## src/rtl/edo_dram_cycle_decoder.sv

```systemverilog
module edo_dram_cycle_decoder #(
  parameter int ROW_W    = 10,
  parameter int ST_ROW_W = 2,
  parameter int ST_COL_W = 2,
  parameter int TRK_ROWS = 4,
  parameter int WINDOW   = 400
) (
  input  logic             clk,
  input  logic             rst_n,
  input  logic             ras_n,
  input  logic             ucas_n,
  input  logic             lcas_n,
  input  logic             we_n,
  input  logic             oe_n,
  input  logic [ROW_W-1:0] addr,
  input  logic [15:0]      dq_in,
  output logic [15:0]      dq_out,
  output logic [1:0]       dq_oe,
  output logic [2:0]       kind,
  output logic             kind_stb,
  output logic [ROW_W-1:0] cyc_row,
  output logic             stale
);
  localparam int WORDS = 1 << (ST_ROW_W + ST_COL_W);
  localparam int AGE_W = $clog2(WINDOW + 1);
  localparam logic [2:0] K_RD = 3'd1, K_WR = 3'd2, K_RO = 3'd3, K_CBR = 3'd4, K_HID = 3'd5;
  localparam logic [1:0] M_IDLE = 2'd0, M_ACC = 2'd1, M_REF = 2'd2;

  logic ras_q, ucas_q, lcas_q, hold, used;
  logic [1:0] mode, rd_lanes;
  logic [ROW_W-1:0] row_q, rfsh_ctr;
  logic [15:0] rd_data;
  logic [15:0] mem [WORDS];

  wire [1:0] lanes_low = {~ucas_n, ~lcas_n};
  wire [1:0] lane_fall = {ucas_q & ~ucas_n, lcas_q & ~lcas_n};
  wire ras_fall  = ras_q & ~ras_n;
  wire ras_rise  = ~ras_q & ras_n;
  wire all_idle  = ras_n & ucas_n & lcas_n;
  wire rfsh_evt  = ras_fall & (|lanes_low);
  wire acc_evt   = ~ras_n & (mode == M_ACC) & (|lane_fall);
  wire ro_evt    = ras_rise & (mode == M_ACC) & ~used;
  wire [ROW_W-1:0] mark_row = rfsh_evt ? rfsh_ctr : addr;
  wire [ST_ROW_W+ST_COL_W-1:0] idx = {row_q[ST_ROW_W-1:0], addr[ST_COL_W-1:0]};

  always_ff @(posedge clk or negedge rst_n) begin
    if (!rst_n) begin
      ras_q <= 1'b1; ucas_q <= 1'b1; lcas_q <= 1'b1;
    end else begin
      ras_q <= ras_n; ucas_q <= ucas_n; lcas_q <= lcas_n;
    end
  end

  always_ff @(posedge clk or negedge rst_n) begin
    if (!rst_n) begin
      mode <= M_IDLE; used <= 1'b0; row_q <= '0; rfsh_ctr <= '0;
    end else begin
      if (ras_fall) begin
        if (rfsh_evt) begin
          mode <= M_REF;
          rfsh_ctr <= rfsh_ctr + 1'b1;
        end else begin
          mode <= M_ACC;
          row_q <= addr;
          used <= 1'b0;
        end
      end else if (ras_rise) begin
        mode <= M_IDLE;
      end
      if (acc_evt) used <= 1'b1;
    end
  end

  always_ff @(posedge clk or negedge rst_n) begin
    if (!rst_n) begin
      for (int i = 0; i < WORDS; i++) mem[i] <= '0;
    end else if (acc_evt && !we_n) begin
      if (lanes_low[1]) mem[idx][15:8] <= dq_in[15:8];
      if (lanes_low[0]) mem[idx][7:0]  <= dq_in[7:0];
    end
  end

  always_ff @(posedge clk or negedge rst_n) begin
    if (!rst_n) begin
      hold <= 1'b0; rd_data <= '0; rd_lanes <= '0;
    end else if (all_idle) begin
      hold <= 1'b0;
    end else if (acc_evt) begin
      hold <= we_n;
      if (we_n) begin
        rd_data  <= mem[idx];
        rd_lanes <= lanes_low;
      end
    end
  end

  always_ff @(posedge clk or negedge rst_n) begin
    if (!rst_n) begin
      kind <= '0; kind_stb <= 1'b0; cyc_row <= '0;
    end else begin
      kind_stb <= 1'b0;
      if (rfsh_evt) begin
        kind <= hold ? K_HID : K_CBR; kind_stb <= 1'b1; cyc_row <= rfsh_ctr;
      end else if (acc_evt) begin
        kind <= we_n ? K_RD : K_WR; kind_stb <= 1'b1; cyc_row <= row_q;
      end else if (ro_evt) begin
        kind <= K_RO; kind_stb <= 1'b1; cyc_row <= row_q;
      end
    end
  end

  assign dq_oe  = (hold && !oe_n && we_n) ? rd_lanes : 2'b00;
  assign dq_out = rd_data & {{8{dq_oe[1]}}, {8{dq_oe[0]}}};

  logic [TRK_ROWS-1:0] stale_vec;
  for (genvar g = 0; g < TRK_ROWS; g++) begin : g_age
    logic [AGE_W-1:0] age;
    always_ff @(posedge clk or negedge rst_n) begin
      if (!rst_n) age <= '0;
      else if (ras_fall && mark_row == ROW_W'(g)) age <= '0;
      else if (age != AGE_W'(WINDOW)) age <= age + 1'b1;
    end
    assign stale_vec[g] = (age == AGE_W'(WINDOW));
  end
  assign stale = |stale_vec;
endmodule

```

## config.mk

```make
export PLATFORM = sky130hd
export DESIGN_NAME = edo_dram_cycle_decoder
export DESIGN_NICKNAME = d
export VERILOG_FILES = /design/src/rtl/edo_dram_cycle_decoder.sv
export SDC_FILE = /design/constraint.sdc
export NUM_CORES = 1
export LEC_CHECK = 0
export ABC_AREA = 1
export CORE_AREA = 8 8 175 177
export CTS_BUF_LIST = sky130_fd_sc_hd__clkbuf_4
export CTS_CLUSTER_DIAMETER = 60
export DETAILED_ROUTE_END_ITERATION = 10
export DIE_AREA = 0 0 183 185
export GPL_TIMING_DRIVEN = 0
export MAX_ROUTING_LAYER = met4
export PLACE_DENSITY = 0.82
export SLEW_MARGIN = 15
export SYNTH_ARGS = -nofsm -noshare
export SYNTH_HDL_FRONTEND = slang
export SYNTH_SLANG_ARGS = --single-unit
```

## constraint.sdc

```tcl
create_clock -name clk -period 1.9 [get_ports clk]
set_input_delay 0.19 -clock clk [delete_from_list [all_inputs] [get_ports clk]]
set_output_delay 0.19 -clock clk [all_outputs]
set_load 0.05 [all_outputs]
```

==> impl_metrics.toml, run 1 <==
[power_and_ir_drop]
internal_power_mw = 12.52
ir_drop_mv = 0.4570
power_density_nw_per_um2 = 866.0
switching_share = 0.3220
seqPwrFrac = 0.469
leakagePower_nw = 12.15
p_sw_mw = 5.946
power_mw = 18.47
clkPwrFrac = 0.349
pwr-share-comb = 0.182

[die]
die_height_um = 185
ios = 66
core_region_area_sq_um = 28080
chipWidth_um = 183
row_count = 62
initial_core_util = 0.6259
die-area_sq_um = 33860

[critical_path]
cp-end-kind = "output pin"
reg2regPathDepth = 14
crit_path_start_kind = "register"
critPathKind = "reg -> out"
reg2reg_from = "g_age[3].age[0]"
path_max_fanout = 2
reg2reg_to = "g_age[3].age[0]"
startpoint = "g_age[1].age[0]"
r2r_slack_ps = -130
worstPathArrival_ps = 2020
cp.required_ps = 1710

[finish]
nNetsFinal = 2710
fillerInstances = 2058
regArea_sq_um = 8788
drive_gt1_frac = 0.1764
multiInputGateArea_sq_um = 8189
final_util = 0.7594
final_cell_area_sq_um = 21320
instances_no_fill = 3117
area_growth_syn_to_layout_pct = 21.32

[job]
cap_violations = 0

[yosys]
synth_area_leaders = "dfrtp_1 (50%), nand2_1 (30%), inv_1 (2.9%)"
synth_top_family_by_area = "simple AND/OR/NAND/NOR gates"
synth_cells = 2426
synth_sequential_area_ratio = 0.4999
yosys.area_share.simple = 0.3833
synth_seq_cells = 351
syn-num-nets = 2470
netlist_area_sq_um = 17580
synth_top_cell_by_area = "dfrtp_1"
synth_cell_types = 30
synth_xor_xnor_area_share = 0.01644
synth_mux_area_frac = 0
syn_avg_cell_area_sq_um = 7.245
synthFlopType = "dfrtp_1"
yosysWarnings = 0
synthAdderAreaFrac = 0.007830
synth_edf_count = 0
synth_top_area_frac = 0.4954
synth-compound-area-share = 0.02968
synth_common_cells = "nand2_1 (1,419), dfrtp_1 (348), inv_1 (138)"
yosysMostFrequentCell = "nand2_1"
synth-async-reset-ratio = 1.000

[cts]
cts.sinks = 351
cts-root-buf = "clkbuf_4"
insertion_delay_ps = 730
htree_levels = 3
path_clk_slew_ps = 60
cts_tree = "done"
numCtsBuffers = 92
cts_buffer_depth = 3

[sta]
setup_viol = 129
fmax_ghz = 0.4521
timing.hold.ws_ps = -27.23
finClkSkew_ps = 30.90
maxSlewViolCount = 0
max_slew.worst_pin.slew_ps = 928.0
setup_slack_ps = -312.1
setup-tns-final_ps = -6953
slew_headroom = 0.3813
fin_crit_sh = 1.164
layout_min_cycle_time_ps = 2212
rsz0062_at_grt = "true"
finalHoldViolCount = 37

[placement]
dp_hpwl_um = 35410
portBuffers = 48
placedInstanceArea_sq_um = 18650
dp.cells = 2862
gp_congestion = 0.9871

[global_routing]
antenna_found_initial = 1
grt_usage = 0.3200
grt_pass1_vias = 15950
grt_start_max_net_pins = 85
grt_pass1_wl_um = 82540
grt_overflow = 0

[drt]
wl_met2_um = 25780
wl_met1_um = 21410
antenna_left = 0
dr_wl_met3_um = 5003
viasPerCell = 5.420
drc = 0
via_count = 16890
drt-initial-drc-count = 1690
dr.pass1.iters = 5
wl_um = 54720
wl_per_cell_um = 17.55
routed.top_layer = "met4"

[status]
outcome = "finished with violations"
failed_checks = "negative hold slack, negative setup slack"

[hold_path]
hold_path_class = "in -> async"
[placed cells by master (no fill, tap or decap), types with 4 or more instances in the layout]
| master | netlist | routed |
|---|---|---|
| a21oi_1 | 6 | 5 |
| buf_1 | 12 | 12 |
| buf_12 | 2 | 5 |
| buf_16 | 0 | 6 |
| buf_2 | 28 | 23 |
| buf_4 | 3 | 37 |
| buf_6 | 0 | 49 |
| clkbuf_1 | 52 | 49 |
| clkbuf_4 | 0 | 140 |
| clkdlybuf4s50_1 | 0 | 14 |
| clkinv_1 | 2 | 17 |
| clkinvlp_4 | 0 | 4 |
| dfrtp_1 | 348 | 347 |
| dlygate4sd2_1 | 0 | 14 |
| dlygate4sd3_1 | 0 | 21 |
| ha_1 | 11 | 9 |
| inv_1 | 138 | 130 |
| inv_2 | 36 | 33 |
| inv_4 | 0 | 7 |
| inv_6 | 0 | 7 |
| nand2_1 | 1419 | 1340 |
| nand2_2 | 2 | 73 |
| nand2_4 | 2 | 8 |
| nand3_1 | 45 | 40 |
| nand3_2 | 0 | 5 |
| nand4_1 | 11 | 11 |
| nor2_1 | 133 | 110 |
| nor2_2 | 11 | 18 |
| nor2_4 | 6 | 25 |
| nor2_8 | 20 | 20 |
| nor3_1 | 8 | 7 |
| o211ai_1 | 7 | 7 |
| o21ai_0 | 77 | 73 |
| o21ai_1 | 8 | 9 |
| xnor2_1 | 5 | 5 |
| xor2_1 | 28 | 28 |
[through the flow]
step,worst slack [ps],hold slack [ps]
global placement,-14290,453.1
finish,-312.1,-27.23
CTS,-273.5,-48.93
global route,-368.0,-2.866
floorplan,199.0,-105.6
detailed placement,-655.4,140.5
[worst max-delay path, stage by stage, from the launching register on]
cell and delay [ps]:
dfrtp_1 400, inv_2 80, ha_1 160, nand2_1 70, nor2_2 90, nand3_2 110, nand4_1 180, buf_6 180
[power groups by stage]
stage / clock network (mW) / logic, mW / registers, mW
3_3_place_gp: 0 / 2.60 / 8.73
4_1_cts: 6.48 / 3.01 / 8.61
2_1_floorplan: 0 / 1.60 / 8.88
6_report: 6.44 / 3.36 / 8.67
5_1_grt: 6.89 / 3.70 / 8.74
3_5_place_dp: 0 / 2.74 / 8.76
[worst max-delay path by stage]
stage / cells after the start / to / slack [ps]
after floorplan: 7 / g_age[0].age[0] / 200
after global placement: 1 / mem[108] / -14290
after detailed placement: 10 / rd_data[7] / -660
after CTS: 7 / stale / -270
after global routing: 7 / stale / -370
final: 7 / stale / -310
[flip-flops by register name (all words and copies together) (netlist names)]
| register | cells |
|---|---|
| mem | 256 |
| g_age.age | 36 |
| rd_data | 16 |
| cyc_row | 10 |
| rfsh_ctr | 10 |
| row_q | 10 |
| kind | 3 |
| mode | 2 |
| rd_lanes | 2 |
| hold | 1 |
| kind_stb | 1 |
| lcas_q | 1 |
| ras_q | 1 |
| ucas_q | 1 |
| used | 1 |
[kinds of logic (layout without fill, tap and decap cells)]
group,after synthesis,count (layout)
simple gates,1658,1661
flops,351,351
buf+inv,273,576
compound gates,100,100
xor+xnor,33,33
fa+ha+maj,11,11
other cells,0,1
[metal layers]
| metal | up-vias | global-route usage |
|---|---|---|
| li1 | 7832 | - |
| met1 | 7939 | 0.3946 |
| met2 | 920 | 0.5000 |
| met3 | 202 | 0.06552 |
| met4 | 0 | 0.1597 |
| met5 | - | - |
[final cells by class]
cell class	count	area share
diodes	1	0.0001174
inverters	176	0.03339
flip-flops and latches	351	0.4121
repair buffers	143	0.07235
well taps	384	0.02253
clock buffers	136	0.04788
clock inverters	24	0.005105
multi-input cells	1805	0.3840
plain buffers	97	0.02247
[repair_timing]
| action | in CTS | in global routing |
|---|---|---|
| endpoints found under the hold margin | 295 | 1 |
| hold buffers | 20 | 1 |
| setup buffers | 40 | 40 |
| gates cloned | 3 | 4 |
| gates resized for setup | 165 | 212 |
| pin swaps | 16 | 81 |
| endpoints found under the setup margin | 80 | 321 |
Note: power is estimated with default switching activity, not from simulation.
==> inputs of run 2 (changes only) <==
--- a/config.mk
+++ b/config.mk
@@ -14,6 +14,8 @@
 export GPL_TIMING_DRIVEN = 0
 export MAX_ROUTING_LAYER = met4
 export PLACE_DENSITY = 0.82
+export RECOVER_POWER = 25
+export SETUP_SLACK_MARGIN = 0.02
 export SLEW_MARGIN = 15
 export SYNTH_ARGS = -nofsm -noshare
 export SYNTH_HDL_FRONTEND = slang
==> run 2 against run 1 <==
Against the previous run:
- cell count is 0.99% higher
- the run still ends with negative hold slack, negative setup slack left
- worst hold slack got worse by 16 ps
- clock skew rose by 5.7 ps
- maximum frequency fell by 5.3%
- first-iteration DRC count is 8.0% higher
- register-to-register slack hardly changed
- largest cell class unchanged
- sequential share of layout area is 0.82 points lower
- non-clock buffer count rose by 30
- die area stayed put
- clock-buffer cell count stayed put
- critical endpoint unchanged
- combinational power up 9.8%
- clock power is 1% higher
==> impl_metrics.toml, run 2 (synthesis gave the netlist of run 1 again) <==
[finish]
reg_top3 = "mem: 256 flops, g_age.age: 36 flops, rd_data: 16 flops"
largest_reg_flops = 256
area_growth_syn_to_layout_pct = 23.80
regMostFlops = "mem"
mostFrequentLayoutCells = "nand2_1 (1,324), dfrtp_1 (347), clkbuf_4 (143)"
drive_gt1_frac = 0.1947
nNetsFinal = 2741
final_common_cell = "nand2_1"

[global_routing]
grt_usage = 0.3190
grt_pass1_wl_um = 82320
antenna_found_initial = 1
grt_start_max_net_pins = 85
grt_overflow = 0
grt_pass1_vias = 15910

[critical_path]
startpoint = "g_age[3].age[1]"
r2r_slack_ps = -140
crit_family = "simple AND/OR/NAND/NOR gates"
path_max_fanout = 2
reg2reg_to = "g_age[3].age[1]"
worst-path-buf-inv = 2
worstSetupEndpoint = "stale"
path_common_cell = "nand4_1"
reg2regPathDepth = 12
crit_path_start_kind = "register"
crit_chain = "inv_2 -> ha_4 -> nand2_2 -> nor2_2 -> nand4_1 -> nand4_1 -> buf_6"
reg2reg_from = "g_age[3].age[1]"
critPathKind = "reg -> out"
crit_slowest_cell = "dfrtp_1"
cp.required_ps = 1710
cp.depth = 7
critPathMaxStageDelay_ps = 420
worstPathArrival_ps = 2150
cp-end-kind = "output pin"

[sta]
maxSlewViolCount = 0
rsz0062_at_grt = "true"
setup_viol = 85
timing.hold.ws_ps = -43.44
layout_min_cycle_time_ps = 2337
finClkSkew_ps = 36.57
setup-tns-final_ps = -2676
fmax_ghz = 0.4279
max_slew.worst_pin.slew_ps = 1186
setup_slack_ps = -436.8
slew_headroom = 0.2092
finalHoldViolCount = 46
fin_crit_sh = 1.230

[die]
die_height_um = 185
core_region_area_sq_um = 28080
initial_core_util = 0.6259
chipWidth_um = 183
row_count = 62
ios = 66
die-area_sq_um = 33860

[power_and_ir_drop]
power_mw = 18.94
leakagePower_nw = 12.35
power_density_nw_per_um2 = 870.6
ir_drop_mv = 0.4697

[drt]
wl_um = 57740
dr.pass1.iters = 9
drc = 0
wl_per_cell_um = 18.34
antenna_left = 0
drt-initial-drc-count = 1825
via_count = 17410
viasPerCell = 5.530

[cts]
cts_tree = "done"
path_clk_slew_ps = 60
cts.sinks = 351
numCtsBuffers = 92
insertion_delay_ps = 760
cts_buffer_depth = 3
cts-root-buf = "clkbuf_4"
htree_levels = 3

[hold_path]
hold_path_class = "in -> async"

[placement]
portBuffers = 48
dp_hpwl_um = 35410
gp_congestion = 0.9871

[status]
outcome = "finished with violations"
failed_checks = "negative hold slack, negative setup slack"

[job]
cap_violations = 0
-- run 2: cell types whose count changed in the layout (fill, tap and decap cells not counted), moves of 4 or more --
cell | before | now
buf_4 | 37 | 48
inv_4 | 7 | 15
inv_2 | 33 | 28
nor2_4 | 25 | 29
nand2_1 | 1340 | 1324
nand2_2 | 73 | 87
buf_6 | 49 | 66
-- run 2: final cells by class --
| class | count | area, sq um |
|---|---|---|
| Clock inverter | 24 | 108.9 |
| Sequential cell | 351 | 8788 |
| Multi-Input combinational cell | 1806 | 8322 |
| Buffer | 97 | 486.7 |
| Inverter | 176 | 726.9 |
| Clock buffer | 136 | 1021 |
| Antenna cell | 1 | 2.502 |
| Tap cell | 384 | 480.5 |
| Fill cell | 1970 | 6322 |
| Timing Repair Buffer | 173 | 1823 |
-- run 2: how the worst min path moves through the flow --
| stage | end | start | cells past startpoint |
|---|---|---|---|
| after floorplan | cyc_row[0] | rst_n | 0 |
| after global placement | mem[214] | mem[214] | 2 |
| after detailed placement | row_q[6] | rst_n | 1 |
| after CTS | rfsh_ctr[7] | rst_n | 2 |
| after global routing | rfsh_ctr[8] | rst_n | 2 |
| final | row_q[7] | rst_n | 2 |
-- run 2: routing by layer --
layer,GRT usage,vias to the layer above,share of wire
li1,-,7898,-
met4,0.1607,0,0.050
met2,0.4960,1121,0.46
met5,-,-,0
met3,0.06493,240,0.10
met1,0.3953,8151,0.38
-- run 2: power breakdown --
group / leakage [nW] / switching, mW / internal (mW)
sequential: 4.56 / 0.615 / 8.12
combinational: 7.11 / 2.44 / 1.25
clock: 0.669 / 3.25 / 3.27
-- run 2: per-stage QoR --
step           utilization  hold WS [ps]  worst slack, ps  cell area (sq um)  instances
6_report            0.7749        -43.44           -436.8              21760       3148
5_1_grt             0.7749        -8.401           -447.0              21760       3148
4_1_cts             0.7241        -48.93           -273.5              20330       3077
3_5_place_dp        0.6642         140.5           -655.4              18650       2862
3_3_place_gp        0.6601         453.1           -14290              18540       2858
2_1_floorplan            -        -105.6            199.0              17580       2426
-- run 2: repair_timing --
| action | CTS | global route |
|---|---|---|
| gates resized for setup | 171 | 270 |
| cloned | 3 | 6 |
| hold endpoints to repair | 295 | 1 |
| buffers inserted | 41 | 73 |
| pin swaps | 16 | 118 |
| hold buffers | 20 | 1 |
| setup endpoints to repair | 84 | 312 |
-- run 2: worst reg2reg max path, stage by stage, from the launching register on --
cell	delay (ps)
dfrtp_1	420
inv_2	130
ha_4	170
nand2_2	70
nor2_2	110
nand4_1	140
buf_4	180
buf_4	120
buf_6	100
buf_6	120
o21ai_1	200
inv_1	80
nor2_1	120
